File: src/rtl/opu_pkg.sv
package opu_pkg;
  typedef enum logic [3:0] {
    OPC_ADD = 4'b0001,
    OPC_AND = 4'b0101,
    OPC_NOT = 4'b1001
  } opc_e;

  typedef struct packed {
    logic neg;
    logic zero;
    logic pos;
  } cc_t;

  localparam cc_t CC_RESET = '{neg: 1'b0, zero: 1'b1, pos: 1'b0};
endpackage

File: src/rtl/opu_decode.sv
module opu_decode
  import opu_pkg::*;
#(
  parameter int DATA_W = 16,
  parameter int IDX_W  = 3,
  parameter int IMM_W  = 5
) (
  input  logic [15:0]       instr,
  input  logic              instr_valid,
  output logic [IDX_W-1:0]  dst,
  output logic [IDX_W-1:0]  sa,
  output logic [IDX_W-1:0]  sb,
  output logic              use_imm,
  output logic [DATA_W-1:0] imm_ext,
  output logic              do_add,
  output logic              do_and,
  output logic              do_not
);
  localparam int EXT_W = DATA_W - IMM_W;

  function automatic logic [DATA_W-1:0] sext_imm(input logic [IMM_W-1:0] v);
    return {{EXT_W{v[IMM_W-1]}}, v};
  endfunction

  logic [3:0] opc;
  assign opc     = instr[15:12];
  assign dst     = instr[11:9];
  assign sa      = instr[8:6];
  assign sb      = instr[2:0];
  assign use_imm = instr[5];
  assign imm_ext = sext_imm(instr[IMM_W-1:0]);

  assign do_add = instr_valid && (opc == OPC_ADD);
  assign do_and = instr_valid && (opc == OPC_AND);
  assign do_not = instr_valid && (opc == OPC_NOT);
endmodule

File: src/rtl/opu_exec.sv
module opu_exec #(
  parameter int DATA_W = 16
) (
  input  logic              do_add,
  input  logic              do_and,
  input  logic              do_not,
  input  logic              use_imm,
  input  logic [DATA_W-1:0] a,
  input  logic [DATA_W-1:0] b,
  input  logic [DATA_W-1:0] imm_ext,
  output logic [DATA_W-1:0] res,
  output logic              wr
);
  function automatic logic [DATA_W-1:0] add_wrap(input logic [DATA_W-1:0] x,
                                                 input logic [DATA_W-1:0] y);
    logic [DATA_W:0] full;
    full = {1'b0, x} + {1'b0, y};
    return full[DATA_W-1:0];
  endfunction

  logic [DATA_W-1:0] opnd2;
  assign opnd2 = use_imm ? imm_ext : b;

  always_comb begin
    res = '0;
    if (do_add)      res = add_wrap(a, opnd2);
    else if (do_and) res = a & opnd2;
    else if (do_not) res = ~a;
  end

  assign wr = do_add | do_and | do_not;
endmodule

File: src/rtl/opu_ccreg.sv
module opu_ccreg
  import opu_pkg::*;
#(
  parameter int DATA_W = 16
) (
  input  logic              clk,
  input  logic              rst_n,
  input  logic              op_we,
  input  logic [DATA_W-1:0] op_val,
  input  logic              ld_v,
  input  logic [DATA_W-1:0] ld_val,
  output cc_t               cc
);
  function automatic cc_t classify(input logic [DATA_W-1:0] v);
    cc_t c;
    c.neg  = v[DATA_W-1];
    c.zero = (v == '0);
    c.pos  = !v[DATA_W-1] && (v != '0);
    return c;
  endfunction

  logic              upd_evt;
  logic [DATA_W-1:0] upd_val;
  assign upd_evt = op_we | ld_v;
  assign upd_val = op_we ? op_val : ld_val;

  always_ff @(posedge clk or negedge rst_n) begin
    if (!rst_n)       cc <= CC_RESET;
    else if (upd_evt) cc <= classify(upd_val);
  end


  cc_onehot_chk: assert property (@(posedge clk) disable iff (!rst_n)
    $onehot(cc));


  cc_hold_chk: assert property (@(posedge clk) disable iff (!rst_n)
    (!op_we && !ld_v) |=> $stable(cc));


  cc_op_chk: assert property (@(posedge clk) disable iff (!rst_n)
    op_we |=> (cc.neg == $past(op_val[DATA_W-1])) && (cc.zero == ($past(op_val) == '0)));


  cc_ld_chk: assert property (@(posedge clk) disable iff (!rst_n)
    (ld_v && !op_we) |=> (cc.neg == $past(ld_val[DATA_W-1])) && (cc.zero == ($past(ld_val) == '0)));
endmodule

File: src/rtl/opu_top.sv
module opu_top
  import opu_pkg::*;
#(
  parameter int DATA_W = 16,
  parameter int IDX_W  = 3,
  parameter int IMM_W  = 5
) (
  input  logic              clk,
  input  logic              rst_n,
  input  logic [15:0]       instr,
  input  logic              instr_valid,
  input  logic [DATA_W-1:0] src_a,
  input  logic [DATA_W-1:0] src_b,
  input  logic              ld_wb_valid,
  input  logic [DATA_W-1:0] ld_wb_data,
  output logic [DATA_W-1:0] result,
  output logic [IDX_W-1:0]  dst_idx,
  output logic [IDX_W-1:0]  srca_idx,
  output logic [IDX_W-1:0]  srcb_idx,
  output logic              reg_we,
  output logic              flag_n,
  output logic              flag_z,
  output logic              flag_p
);
  logic              use_imm, do_add, do_and, do_not;
  logic [DATA_W-1:0] imm_ext;
  cc_t               cc;

  opu_decode #(.DATA_W(DATA_W), .IDX_W(IDX_W), .IMM_W(IMM_W)) u_dec (
    .instr(instr), .instr_valid(instr_valid),
    .dst(dst_idx), .sa(srca_idx), .sb(srcb_idx),
    .use_imm(use_imm), .imm_ext(imm_ext),
    .do_add(do_add), .do_and(do_and), .do_not(do_not)
  );

  opu_exec #(.DATA_W(DATA_W)) u_exe (
    .do_add(do_add), .do_and(do_and), .do_not(do_not), .use_imm(use_imm),
    .a(src_a), .b(src_b), .imm_ext(imm_ext),
    .res(result), .wr(reg_we)
  );

  opu_ccreg #(.DATA_W(DATA_W)) u_cc (
    .clk(clk), .rst_n(rst_n),
    .op_we(reg_we), .op_val(result),
    .ld_v(ld_wb_valid), .ld_val(ld_wb_data),
    .cc(cc)
  );

  assign flag_n = cc.neg;
  assign flag_z = cc.zero;
  assign flag_p = cc.pos;


  we_legal_chk: assert property (@(posedge clk) disable iff (!rst_n)
    reg_we |-> (instr_valid && (instr[15:12] inside {OPC_ADD, OPC_AND, OPC_NOT})));


  idle_zero_chk: assert property (@(posedge clk) disable iff (!rst_n)
    !reg_we |-> (result == '0));
endmodule

File: config.mk
export PLATFORM = sky130hd
export DESIGN_NAME = opu_top
export DESIGN_NICKNAME = d
export VERILOG_FILES = /design/src/rtl/opu_pkg.sv /design/src/rtl/opu_decode.sv /design/src/rtl/opu_exec.sv /design/src/rtl/opu_ccreg.sv /design/src/rtl/opu_top.sv
export SDC_FILE = /design/constraint.sdc
export NUM_CORES = 1
export LEC_CHECK = 0
export CAP_MARGIN = 15
export CORE_MARGIN = 2
export CORE_UTILIZATION = 43
export CTS_CLUSTER_SIZE = 28
export DETAILED_ROUTE_END_ITERATION = 12
export PLACE_DENSITY = 0.95
export SYNTH_ARGS = -nofsm -noshare
export SYNTH_HDL_FRONTEND = slang
export SYNTH_SLANG_ARGS = --single-unit
export TNS_END_PERCENT = 5
File: constraint.sdc
create_clock -name clk -period 5.88 [get_ports clk]
set_input_delay 0.588 -clock clk [delete_from_list [all_inputs] [get_ports clk]]
set_output_delay 0.588 -clock clk [all_outputs]
set_load 0.01 [all_outputs]
==> summary.txt <==
Global route
  – GR Layer Usage met2: 45.96%
  – Met1 Use GR: 31.16%
  – Antenna violations before repair: 0
  – Global route overflow: 0
  – First-pass GRT wire length: just over 9000 um
  – Global route hottest layer: met2
  – Met3 usage in global routing: 3.454%
  – All-Layer GR Usage: ~25%
  – Pin count of the biggest net entering global routing: 25
  – Vias in the first global route: roughly 2100

Critical path
  – Worst path top cell family by delay: compound AO/OA/AOI/OAI gates
  – Crit path capture type: output pin
  – Type of the worst setup path: in2out
  – Worst setup startpoint: instr[5]
  – Worst-path cell chain: clkdlybuf4s50_1 -> buf_4 -> nand2_1 -> o21ai_0 -> ha_1 -> a21o_1 -> a31oi_1 -> o21ai_0 -> or2_2 -> a311o_1 -> o2111a_1 -> nor2_1 -> nor2_1 -> clkdlybuf4s50_1
  – Crit-path slowest cell: clkdlybuf4s50_1
  – Crit-path max FO: 12
  – Worst endpoint required time: 5290 ps
  – Arr. time, crit path: between 4000 and 5000 ps
  – Crit path buf inv count: 3
  – RR Startpoint: u_cc.cc[2]
  – Largest stage delay, worst path: 530 ps
  – Crit path launch type: input port

Clock tree
  – Clock latency at the later pin of the worst-skew pair: around 220 ps
  – # hold bufs at CTS: 0
  – H-tree Lvls: 1
  – CTS tree: built
  – Post-cts repair resize count: 0
  – Clock buffer depth: 2
  – Num CTS Buffers: 3
  – Root buffer selected by CTS: clkbuf_8
  – Post CTS Setup Buffer Count: 0
  – Clock-pin slew on the worst setup and hold paths: 30 ps
  – Clock sink count: 3

Finish
  – Max FFs per register: 3
  – Commonest cells after routing, fill and taps aside: 84 x clkdlybuf4s50_1, 29 x o21ai_0, 24 x nor2_1
  – Synth-to-layout area growth: 46.21%
  – Fraction of layout cells with a size suffix above 1: 5.505%
  – Most flop-heavy register: u_cc.cc
  – Core occupancy in the finished layout: 64.49%
  – Final nets: 413
  – Commonest non-fill, non-tap cell in the layout: clkdlybuf4s50_1
  – Regs by FF count: u_cc.cc x3
  – N_diodes: 0

Floorplan
  – Die height: 67.83 um
  – Die ar.: 0.004600 mm^2
  – Core Footprint: about 0.0040 mm^2
  – Initial Util: 44.11%
  – Die Wd: 67.83 um
  – Num ports: between 90 and 100
  – FP Rows: 23

Timing
  – Worst-Margin Slew: 833.0 ps
  – Slew headroom: 44.26%
  – RSZ-0062 raised after global routing: false
  – Slew Limit Fails: 0
  – Part of the cycle the worst path needs: 84.26%
  – Fmax achieved: 201.8 MHz
  – Final Hold Fails: 0
  – # setup viols final: 0
  – Worst hold slack: 484.7 ps
  – Worst setup margin: 925.5 ps
  – Fin crit period: 4954 ps
  – Fin Clk Skew: 0 ps
  – Post-Route Setup TNS: 0 ps

Yosys
  – Xor/xnor share of the synthesized area: 3.000%
  – Area fraction of the dominant cell type after synthesis: a little under an eighth
  – Mean post-synth cell area: 6.763 um^2
  – Sequential-to-total area share from yosys stat: 4.357%
  – FF+latch count, synth: 3
  – Synth Area in Simple Gates: between 20% and 30%
  – Unique masters post-synth: 59
  – Mapped Cells: 259
  – Post-synthesis mux area share: 6.000%
  – Area leader, netlist: ha_1
  – Synth Flop Type: dfrtp_1
  – Yosys warns: 0
  – Synthesized cell area: 0.001752 mm^2
  – Syn Nets: 344
  – EDFF count, synth: 0
  – Ys async rst share: 100.0%
  – Adder-cell share of the synthesized area: about an eighth
  – Largest family of logic cells by synthesized area: compound AO/OA/AOI/OAI gates
  – Synth top area cells: ha_1 11%, o21ai_0 8.3%, a21oi_1 5.7%
  – Post-synthesis compound-gate area fraction: between 30% and 40%

Place
  – Worst slack, placed: 1009 ps
  – Count of port buffers added during placement: 84
  – GPL Wtd Cong: 0.9255
  – Dpl hpwl: roughly 4700 um

Power
  – Worst vdd ir: 0.1954 mV
  – Pwr/cell area: approximately 110 mW/mm^2
  – Leakage: 1.090 nW

Routing
  – Drc violations: 0
  – DR pass1 iterations: 5
  – Post-DRT Antenna Nets: 0
  – Via-to-Cell Ratio: 6.042
  – Post-Route WL: 5889 um
  – Drt initial violations: 157
  – Vias: 2278
  – Routed wire per std cell: 15.62 um

Job
  – Max cap viols: 0

Worst hold path
  – Hold Crit Start: u_cc.cc[1]
  – Worst hold path type: reg2reg

Outcome
  – Status: finished clean
stage by stage:
step | instance area, um^2 | power, W | instances
2_1_floorplan | 1752 | 0.0001494 | 259
3_3_place_gp | 2516 | 0.0002201 | 373
3_5_place_dp | 2516 | 0.0002229 | 373
4_1_cts | 2561 | 0.0002853 | 377
5_1_grt | 2561 | 0.0003070 | 377
6_report | 2561 | 0.0002878 | 377
routing by layer:
layer / routed length, um / part of all wire [%] / up-vias
li1: - / - / 1094
met1: 2358 / 40 / 1030
met2: 2852 / 48 / 142
met3: 613 / 10 / 12
met4: 65 / 1.1 / 0
met5: 0 / 0 / -
kinds of logic (layout without fill, tap and decap cells):
logic type / after synthesis / count (layout)
flops: 3 / 3
simple gates: 88 / 88
buf+inv: 42 / 110
compound gates: 93 / 93
mux: 10 / 10
fa+ha+maj: 17 / 17
xor+xnor: 6 / 6
layout make-up:
cell class	instances	area (um^2)
Clock buffer	4	45.04
Sequential cell	3	76.32
Tap cell	50	62.56
Inverter	20	75.07
Multi-Input combinational cell	214	1446
Timing Repair Buffer	86	855.8
Fill cell	369	1410
path summary, 6_finish.rpt:
kind / endpoint / slack, ps / cells after the start
min in group asynchronous: u_cc.cc[0] / 560 / 1
hold / removal: u_cc.cc[1] / 480 / 2
setup / recovery: result[15] / 930 / 14
hold reg to reg: u_cc.cc[1] / 480 / 2
max in group asynchronous: u_cc.cc[1] / 5090 / 1
setup reg to reg: u_cc.cc[2] / 5110 / 1
power by group:
part	leakage, nW	internal (W)	switching [W]
Combinational	1.03	0.000103	0.000100
Clock	0.0228	0.0000463	0.0000145
Sequential	0.0337	0.0000225	0.000000867
cell usage after synthesis (3+ instances only):
library cell / instances
clkbuf_8: 3
a31oi_1: 5
nand2b_1: 3
nor2_1: 24
nor4_1: 5
or2_2: 3
xnor2_1: 5
inv_1: 19
clkbuf_1: 8
mux2i_1: 6
ha_1: 16
and3_1: 6
nand2_1: 20
nand3_1: 6
mux2_2: 4
nor3_1: 5
a21oi_1: 20
o211ai_1: 3
o21ai_0: 29
a21o_1: 7
buf_4: 11
Power figures use the tool's default switching activity.
